## src/rtl/irq_cap_pkg.sv

```systemverilog
`timescale 1ns/1ps
package irq_cap_pkg;
  typedef enum logic {
    TRIG_EDGE  = 1'b0,
    TRIG_LEVEL = 1'b1
  } trig_e;
endpackage

```

## src/rtl/irq_trig_reg.sv

```systemverilog
`timescale 1ns/1ps
module irq_trig_reg #(
  parameter int LINE_CNT = 8,
  parameter logic [LINE_CNT-1:0] MODE_WMASK = 8'hFB
) (
  input  logic                clk,
  input  logic                rst_n,
  input  logic                wr_en,
  input  logic [LINE_CNT-1:0] wr_data,
  output logic [LINE_CNT-1:0] mode_q
);
  always_ff @(posedge clk) begin
    if (!rst_n) begin
      mode_q <= '0;
    end else if (wr_en) begin
      mode_q <= wr_data & MODE_WMASK;
    end
  end
endmodule

```

## src/rtl/irq_ack_dec.sv

```systemverilog
`timescale 1ns/1ps
module irq_ack_dec #(
  parameter int LINE_CNT = 8,
  localparam int IW = $clog2(LINE_CNT)
) (
  input  logic                ack_valid,
  input  logic [IW-1:0]       ack_line,
  output logic [LINE_CNT-1:0] ack_hot
);
  for (genvar i = 0; i < LINE_CNT; i++) begin : g_dec
    assign ack_hot[i] = ack_valid && (ack_line == IW'(i));
  end
endmodule

```

## src/rtl/irq_line_cell.sv

```systemverilog
`timescale 1ns/1ps
module irq_line_cell
  import irq_cap_pkg::*;
(
  input  logic  clk,
  input  logic  rst_n,
  input  trig_e mode,
  input  logic  level_in,
  input  logic  ack_hit,
  output logic  pending,
  output logic  prev_level
);
  logic rise;
  assign rise = level_in && !prev_level;

  always_ff @(posedge clk) begin
    if (!rst_n) begin
      pending    <= 1'b0;
      prev_level <= 1'b0;
    end else begin
      prev_level <= level_in;
      unique case (mode)
        TRIG_LEVEL: pending <= level_in;
        default: begin
          if (rise) begin
            pending <= 1'b1;
          end else if (ack_hit) begin
            pending <= 1'b0;
          end
        end
      endcase
    end
  end
endmodule

```

## src/rtl/irq_req_capture.sv

```systemverilog
`timescale 1ns/1ps
module irq_req_capture
  import irq_cap_pkg::*;
#(
  parameter int LINE_CNT = 8,
  parameter logic [LINE_CNT-1:0] MODE_WMASK = 8'hFB,
  localparam int IW = $clog2(LINE_CNT)
) (
  input  logic                clk,
  input  logic                rst_n,
  input  logic [LINE_CNT-1:0] irq_in,
  input  logic                mode_wr_en,
  input  logic [LINE_CNT-1:0] mode_wr_data,
  input  logic                ack_valid,
  input  logic [IW-1:0]       ack_line,
  output logic [LINE_CNT-1:0] pending_o,
  output logic [LINE_CNT-1:0] mode_o
);
  logic [LINE_CNT-1:0] ack_hot;
  logic [LINE_CNT-1:0] prev_q;

  irq_trig_reg #(
    .LINE_CNT  (LINE_CNT),
    .MODE_WMASK(MODE_WMASK)
  ) u_mode (
    .clk    (clk),
    .rst_n  (rst_n),
    .wr_en  (mode_wr_en),
    .wr_data(mode_wr_data),
    .mode_q (mode_o)
  );

  irq_ack_dec #(
    .LINE_CNT(LINE_CNT)
  ) u_ack (
    .ack_valid(ack_valid),
    .ack_line (ack_line),
    .ack_hot  (ack_hot)
  );

  for (genvar i = 0; i < LINE_CNT; i++) begin : g_line
    irq_line_cell u_cell (
      .clk       (clk),
      .rst_n     (rst_n),
      .mode      (trig_e'(mode_o[i])),
      .level_in  (irq_in[i]),
      .ack_hit   (ack_hot[i]),
      .pending   (pending_o[i]),
      .prev_level(prev_q[i])
    );
  end
endmodule

```

## config.mk

```make
export PLATFORM = sky130hd
export DESIGN_NAME = irq_req_capture
export DESIGN_NICKNAME = d
export VERILOG_FILES = /design/src/rtl/irq_cap_pkg.sv /design/src/rtl/irq_trig_reg.sv /design/src/rtl/irq_ack_dec.sv /design/src/rtl/irq_line_cell.sv /design/src/rtl/irq_req_capture.sv
export SDC_FILE = /design/constraint.sdc
export NUM_CORES = 1
export LEC_CHECK = 0
export BUFFER_PORTS_ARGS = -buffer_cell sky130_fd_sc_hd__buf_2
export CORE_ASPECT_RATIO = 0.9
export CORE_MARGIN = 10
export CORE_UTILIZATION = 43
export DETAILED_ROUTE_END_ITERATION = 16
export GPL_TIMING_DRIVEN = 0
export PLACE_DENSITY = 0.77
export SYNTH_ARGS = -nofsm -noshare
export SYNTH_HDL_FRONTEND = slang
export SYNTH_SLANG_ARGS = --single-unit
```

## constraint.sdc

```tcl
create_clock -name clk -period 0.8 [get_ports clk]
set_input_delay 0.08 -clock clk [delete_from_list [all_inputs] [get_ports clk]]
set_output_delay 0.08 -clock clk [all_outputs]
set_load 0.01 [all_outputs]
```

* Yosys cells after proc, flatten, opt, wreduce, memory -nomap -nowiden
Cells that the tools add are included.
** Cells by class
- Equality and inequality tests :: 7
- Multiplexer cells :: 23
- Reduce and logical (&&, ||, !) cells :: 33
** Operators by type and width (count)
- 1-bit two-way mux :: 23
- 3-bit nonzero test :: 7
- 1-bit logical AND :: 16
- 3-bit == test (second input constant) :: 4
- 1-bit logical NOT :: 8
- 3-bit by 2-bit == test with 1-bit output (second input constant) :: 2
- 3-bit by 1-bit == test with 1-bit output (second input constant) :: 1
- 3-bit logical NOT :: 1
- 2-bit nonzero test :: 1
** Word-level totals
- Bits in registers :: 23
- Input port bits :: 23
- Output and inout port bits :: 16
- Logic and storage cells :: 80

* Longest topological paths before layout
- Word-level depth :: 5
- Gate-level depth with buffers :: 3
- Gate-level depth less buffers :: 2

* Cells and area by module
From an unflattened synthesis, not the netlist that was laid out.
** Second synthesis, totals
- Cells, all modules :: 80
- Area, all modules :: 953.4 sq um
** Modules (own cells, without submodules)
- irq_line_cell :: instances 8, cells each 6, area an instance 72.6 sq um, sequential area each 40.0 sq um
- irq_trig_reg :: instances 1, cells each 24, area an instance 276.5 sq um, sequential area each 140.1 sq um
- irq_ack_dec :: instances 1, cells each 8, area an instance 96.3 sq um, sequential area each 0.0 sq um

* Worst setup path after synthesis
Ideal clock, no wire load.
- Path type :: reg-to-reg
- Start point :: register u_mode.mode_q[3]
- End point :: register g_line[3].u_cell.pending
- Library setup time :: 0.117 ns
- Arrival :: 0.626 ns
- Required time :: 0.683 ns
- Slack :: 0.056 ns
- Stages on the path, launching flop included :: 3
- Path buffers :: 0
- Period minus slack after synthesis :: 0.744 ns
- Cells stage by stage :: dfxtp_1 > nand2b_1 > a32o_1
** Between the ends
- Longest elaborated chain between the ends :: 1
- Elaborated cells on any way between the ends :: 2
- Those cells by class :: mux (1); reduce/logical (1)
** RTL lines
- start, declared :: line irq_trig_reg.sv:10 : output logic [LINE_CNT-1:0] mode_q
- start signal, assigned :: line irq_trig_reg.sv:16 : mode_q <= wr_data & MODE_WMASK;
- 3-bit nonzero test (no line) or 1-bit two-way mux (tied branches)
- end signal, assigned :: line irq_line_cell.sv:23 : TRIG_LEVEL: pending <= level_in;
- end, declared :: line irq_line_cell.sv:10 : output logic pending,
Several ways; a longest one is shown, not always the timed one.
A chain may end at the register's enable or synchronous reset.

* Worst setup path in the final report
- Start point :: register g_line[0].u_cell.pending
- End point :: output pending_o[0]
** RTL lines
- start, declared :: line irq_line_cell.sv:10
- start signal, assigned :: line irq_line_cell.sv:23
- end, declared :: line irq_req_capture.sv:16 : output logic [LINE_CNT-1:0] pending_o,
No word-level cell between the ends.

==> key figures <==
Power
  • Power density normalized to cell area: 1530 mW/mm²
  • Part of the total power dissipated in the clock network: 21.3%
  • Net switching power: 0.614 mW
  • IR drop worst, VDD: 1.61 mV
  • Switching part of the total power: 24.9%
  • Reg power frac: 52.7%
  • Static power due to leakage: 0.755 nW
  • Portion of total power attributed to combinational logic: 26.0%
  • Total internal power: 1.85 mW

Critical path
  • Crit path DAT: 0.87 ns
  • Crit Path Class: register to primary output
  • Startpoint of the lowest-slack register-to-register path: u_mode.mode_q[3]$_SDFFE_PN0P_
  • R2R depth: 3
  • Critical path data required time: 0.72 ns
  • Crit. Startpoint: g_line[0].u_cell.pending$_SDFFE_PN0P_
  • CP Capture Type: primary output
  • Startpoint kind of the worst setup timing path: register
  • Setup slack of the most critical reg-to-reg path: -0.10 ns
  • Reg-to-reg endpoint: g_line[3].u_cell.pending$_SDFFE_PN0P_
  • Capture point of the critical path: pending_o[0]
  • Crit-path max FO: 2

Synthesis
  • Distinct cell type count of the synthesized netlist: 24
  • Combinational family with the most area after synthesis: simple AND/OR/NAND/NOR gates
  • Post-synth top area share: 44.1%
  • Post-synthesis cell type with the largest combined area: dfxtp_1
  • Part of the Yosys area used for sequential elements: 44.1%
  • Share of synthesized cell area in and, or, nand and nor gates: 26.0%
  • Netlist area before placement: 0.00104 mm²
  • Average instance area after synthesis: 10.4 µm²
  • Dominant cells by area after synthesis: dfxtp_1, buf_4, nor2b_1, mux2i_1, a32o_1
  • Multiplexer share of the synthesized area: 6.71%
  • Number of register bits inferred by synthesis: 23
  • Parity-gate share of the synthesized area counting xor and xnor cells: 0%
  • Adder-cell area share of the yosys netlist: 0%
  • Synth Net Count: 123
  • Synthesized-area fraction occupied by ao, oa, aoi and oai cells: 8.26%
  • Number of instances in the synthesized netlist: 100
  • Yosys warning count: 0

Global route
  • All-layer global routing usage: 11.6%
  • Global route overflow: 0
  • Number of antenna violations at the first check in global routing: 0
  • Most congested layer reported by global routing: met2
  • Vias in the first global route: 961
  • Global-route wire length before repair: 4.37 mm
  • GR Layer Usage met1: 10.9%
  • Maximum number of pins on one net before global-route repair: 13
  • Met3 GRT Util: 6.07%
  • Met2 Usage GRT: 21.6%

Timing
  • Portion of the clock cycle consumed by the worst path in the final layout: 119%
  • Endpoints failing hold: 1
  • Post-layout worst setup margin: -0.154 ns
  • Setup violations, final: 21
  • Final Hold Slack: -0.00289 ns
  • RSZ-0062 raised after global routing: yes
  • Post-Route Skew: 0.00279 ns
  • Clock period minus worst slack: 0.954 ns
  • Max-slew violation count: 0
  • FMAX: 1050 MHz

Route
  • Total via count after detailed routing: 849
  • Post-DRT Antenna Nets: 0
  • Number of vias per cell after detailed routing: 4.77
  • First DRT Iteration DRCs: 19
  • Average routed wire per standard cell: 15.3 µm
  • Detailed Routing Iterations Pass 1: 4
  • Final wirelength: 2.72 mm
  • Number of remaining DRC errors: 0

Cells and area
  • Number of filler cells placed in the layout: 174
  • Finished Cell Area: 0.00161 mm²
  • Final non-filler cell total: 178
  • Layout net count: 175
  • Area overhead of the layout relative to synthesis: 54.4%
  • Commonest non-fill, non-tap cell in the layout: buf_6
  • Number of inserted diodes: 0
  • Share of cells above drive strength 1: 63.6%
  • Highest-count cells in the layout ignoring fill and taps: buf_6, buf_2, dfxtp_2, nor2b_1, dfxtp_1

Placement
  • Number of placed cells counting well taps: 162
  • Cell Area, Placed: 0.00125 mm²
  • Worst Setup Slack post-DPL: -0.0319 ns
  • Number of buffers inserted by port buffering: 35
  • Final RePlAce weighted congestion: 0.661

Clock tree
  • Number of sinks driven by the clock tree: 23
  • CTS max path bufs: 2
  • Latest clock arrival within the worst-skew pair: 0.31 ns
  • CTS H-tree depth: 1
  • Number of CTS-inserted buffers: 3
  • TritonCTS clock tree: yes
  • Root Driver: clkbuf_4
  • CTS clock-pin slew for the worst setup and hold paths: 0.12 ns

Status
  • Violations in the final reports: negative hold slack, negative setup slack
  • Outcome: finished, violations left

Floorplan
  • Die Width: 72.0 µm
  • Placement row count: 16
  • Die Y: 66.8 µm
  • Area of the core: 0.00224 mm²
  • Number of primary I/O pins: 39
  • Total die area: 0.00480 mm²
  • Effective utilization at floorplan: 46.6%

Run
  • Number of violations of the max-capacitance limit: 0

Min path
  • Hold crit path type: primary input to register
==> registers in the layout, indices dropped and copies added, names as in the netlist <==
signal / count
g_line.u_cell.prev_level: 8
g_line.u_cell.pending: 8
u_mode.mode_q: 7
==> per-layer routing <==
layer / part of all wire (%) / vias to the layer above / routed length, µm
met1: 38 / 397 / 1020
li1: - / 427 / -
met3: 8.7 / 2 / 236
met5: 0 / - / 0
met2: 53 / 23 / 1440
met4: 0.84 / 0 / 23
==> through the flow <==
step	util, %	power, mW	setup TNS [ns]
detailed placement	55.9	1.74	-0.0828
floorplan	-	1.57	0
global placement	55.9	1.72	-0.0130
global route	71.9	2.58	-2.93
finish	71.9	2.46	-2.18
CTS	70.8	2.46	-2.27
==> cell usage after synthesis <==
library cell	instances
nand2b_1	4
nand4_1	1
nor2b_2	2
o32ai_2	2
dfxtp_1	23
conb_1	1
nand2_2	1
nand4b_1	3
inv_1	3
nor2b_1	12
o21ai_1	1
nand3b_1	1
nor4b_1	1
o32ai_1	1
and2_2	2
and2_4	2
and4bb_1	3
buf_4	16
nand2_1	6
and2_1	1
a32o_1	4
buf_6	1
buf_2	2
mux2i_1	7
==> cells by family after synthesis <==
family	count (synthesis)
simple gates	39
flops	23
buf+inv	22
compound gates	8
mux	7
other cells	1
==> power by group through the flow <==
stage	registers, mW	clock network [mW]	logic, mW
2_1_floorplan	1.29	0	0.284
3_3_place_gp	1.30	0	0.424
3_5_place_dp	1.30	0	0.438
4_1_cts	1.29	0.540	0.624
5_1_grt	1.30	0.584	0.693
6_report	1.30	0.526	0.640
==> worst min path at each step <==
| stage | start | to | slack, ns | cells after the start |
|---|---|---|---|---|
| 2_1_floorplan | irq_in[0] | g_line[0].u_cell.prev_level$_SDFF_PN0_ | 0.19 | 2 |
| 6_report | irq_in[7] | g_line[7].u_cell.prev_level$_SDFF_PN0_ | -0.003 | 2 |
| 5_1_grt | irq_in[7] | g_line[7].u_cell.prev_level$_SDFF_PN0_ | -0.02 | 2 |
| 4_1_cts | irq_in[7] | g_line[7].u_cell.prev_level$_SDFF_PN0_ | -0.02 | 2 |
| 3_5_place_dp | irq_in[0] | g_line[0].u_cell.prev_level$_SDFF_PN0_ | 0.29 | 3 |
| 3_3_place_gp | irq_in[0] | g_line[0].u_cell.prev_level$_SDFF_PN0_ | 0.29 | 3 |
==> what timing repair did <==
action / in CTS / in global routing
pin swaps: 4 / 4
resized for setup: 52 / 4
hold buffers: 5 / 1
setup endpoints to repair: 17 / 24
endpoints found under the hold margin: 7 / 2
setup buffers: 10 / 1
==> critical path: stages, from the launching register on <==
cell,delay (ns)
dfxtp_2,0.35
buf_6,0.11
buf_6,0.11
==> cell type report <==
cell class | count | area [µm²] | share of cell area (%)
multi-input cells | 55 | 490 | 30.4
clock buffers | 4 | 26.3 | 1.63
plain buffers | 15 | 153 | 9.46
repair buffers | 51 | 419 | 26.0
inverters | 3 | 11.3 | 0.698
well taps | 27 | 33.8 | 2.09
flip-flops and latches | 23 | 479 | 29.7
Note: power is estimated with default switching activity, not from simulation.
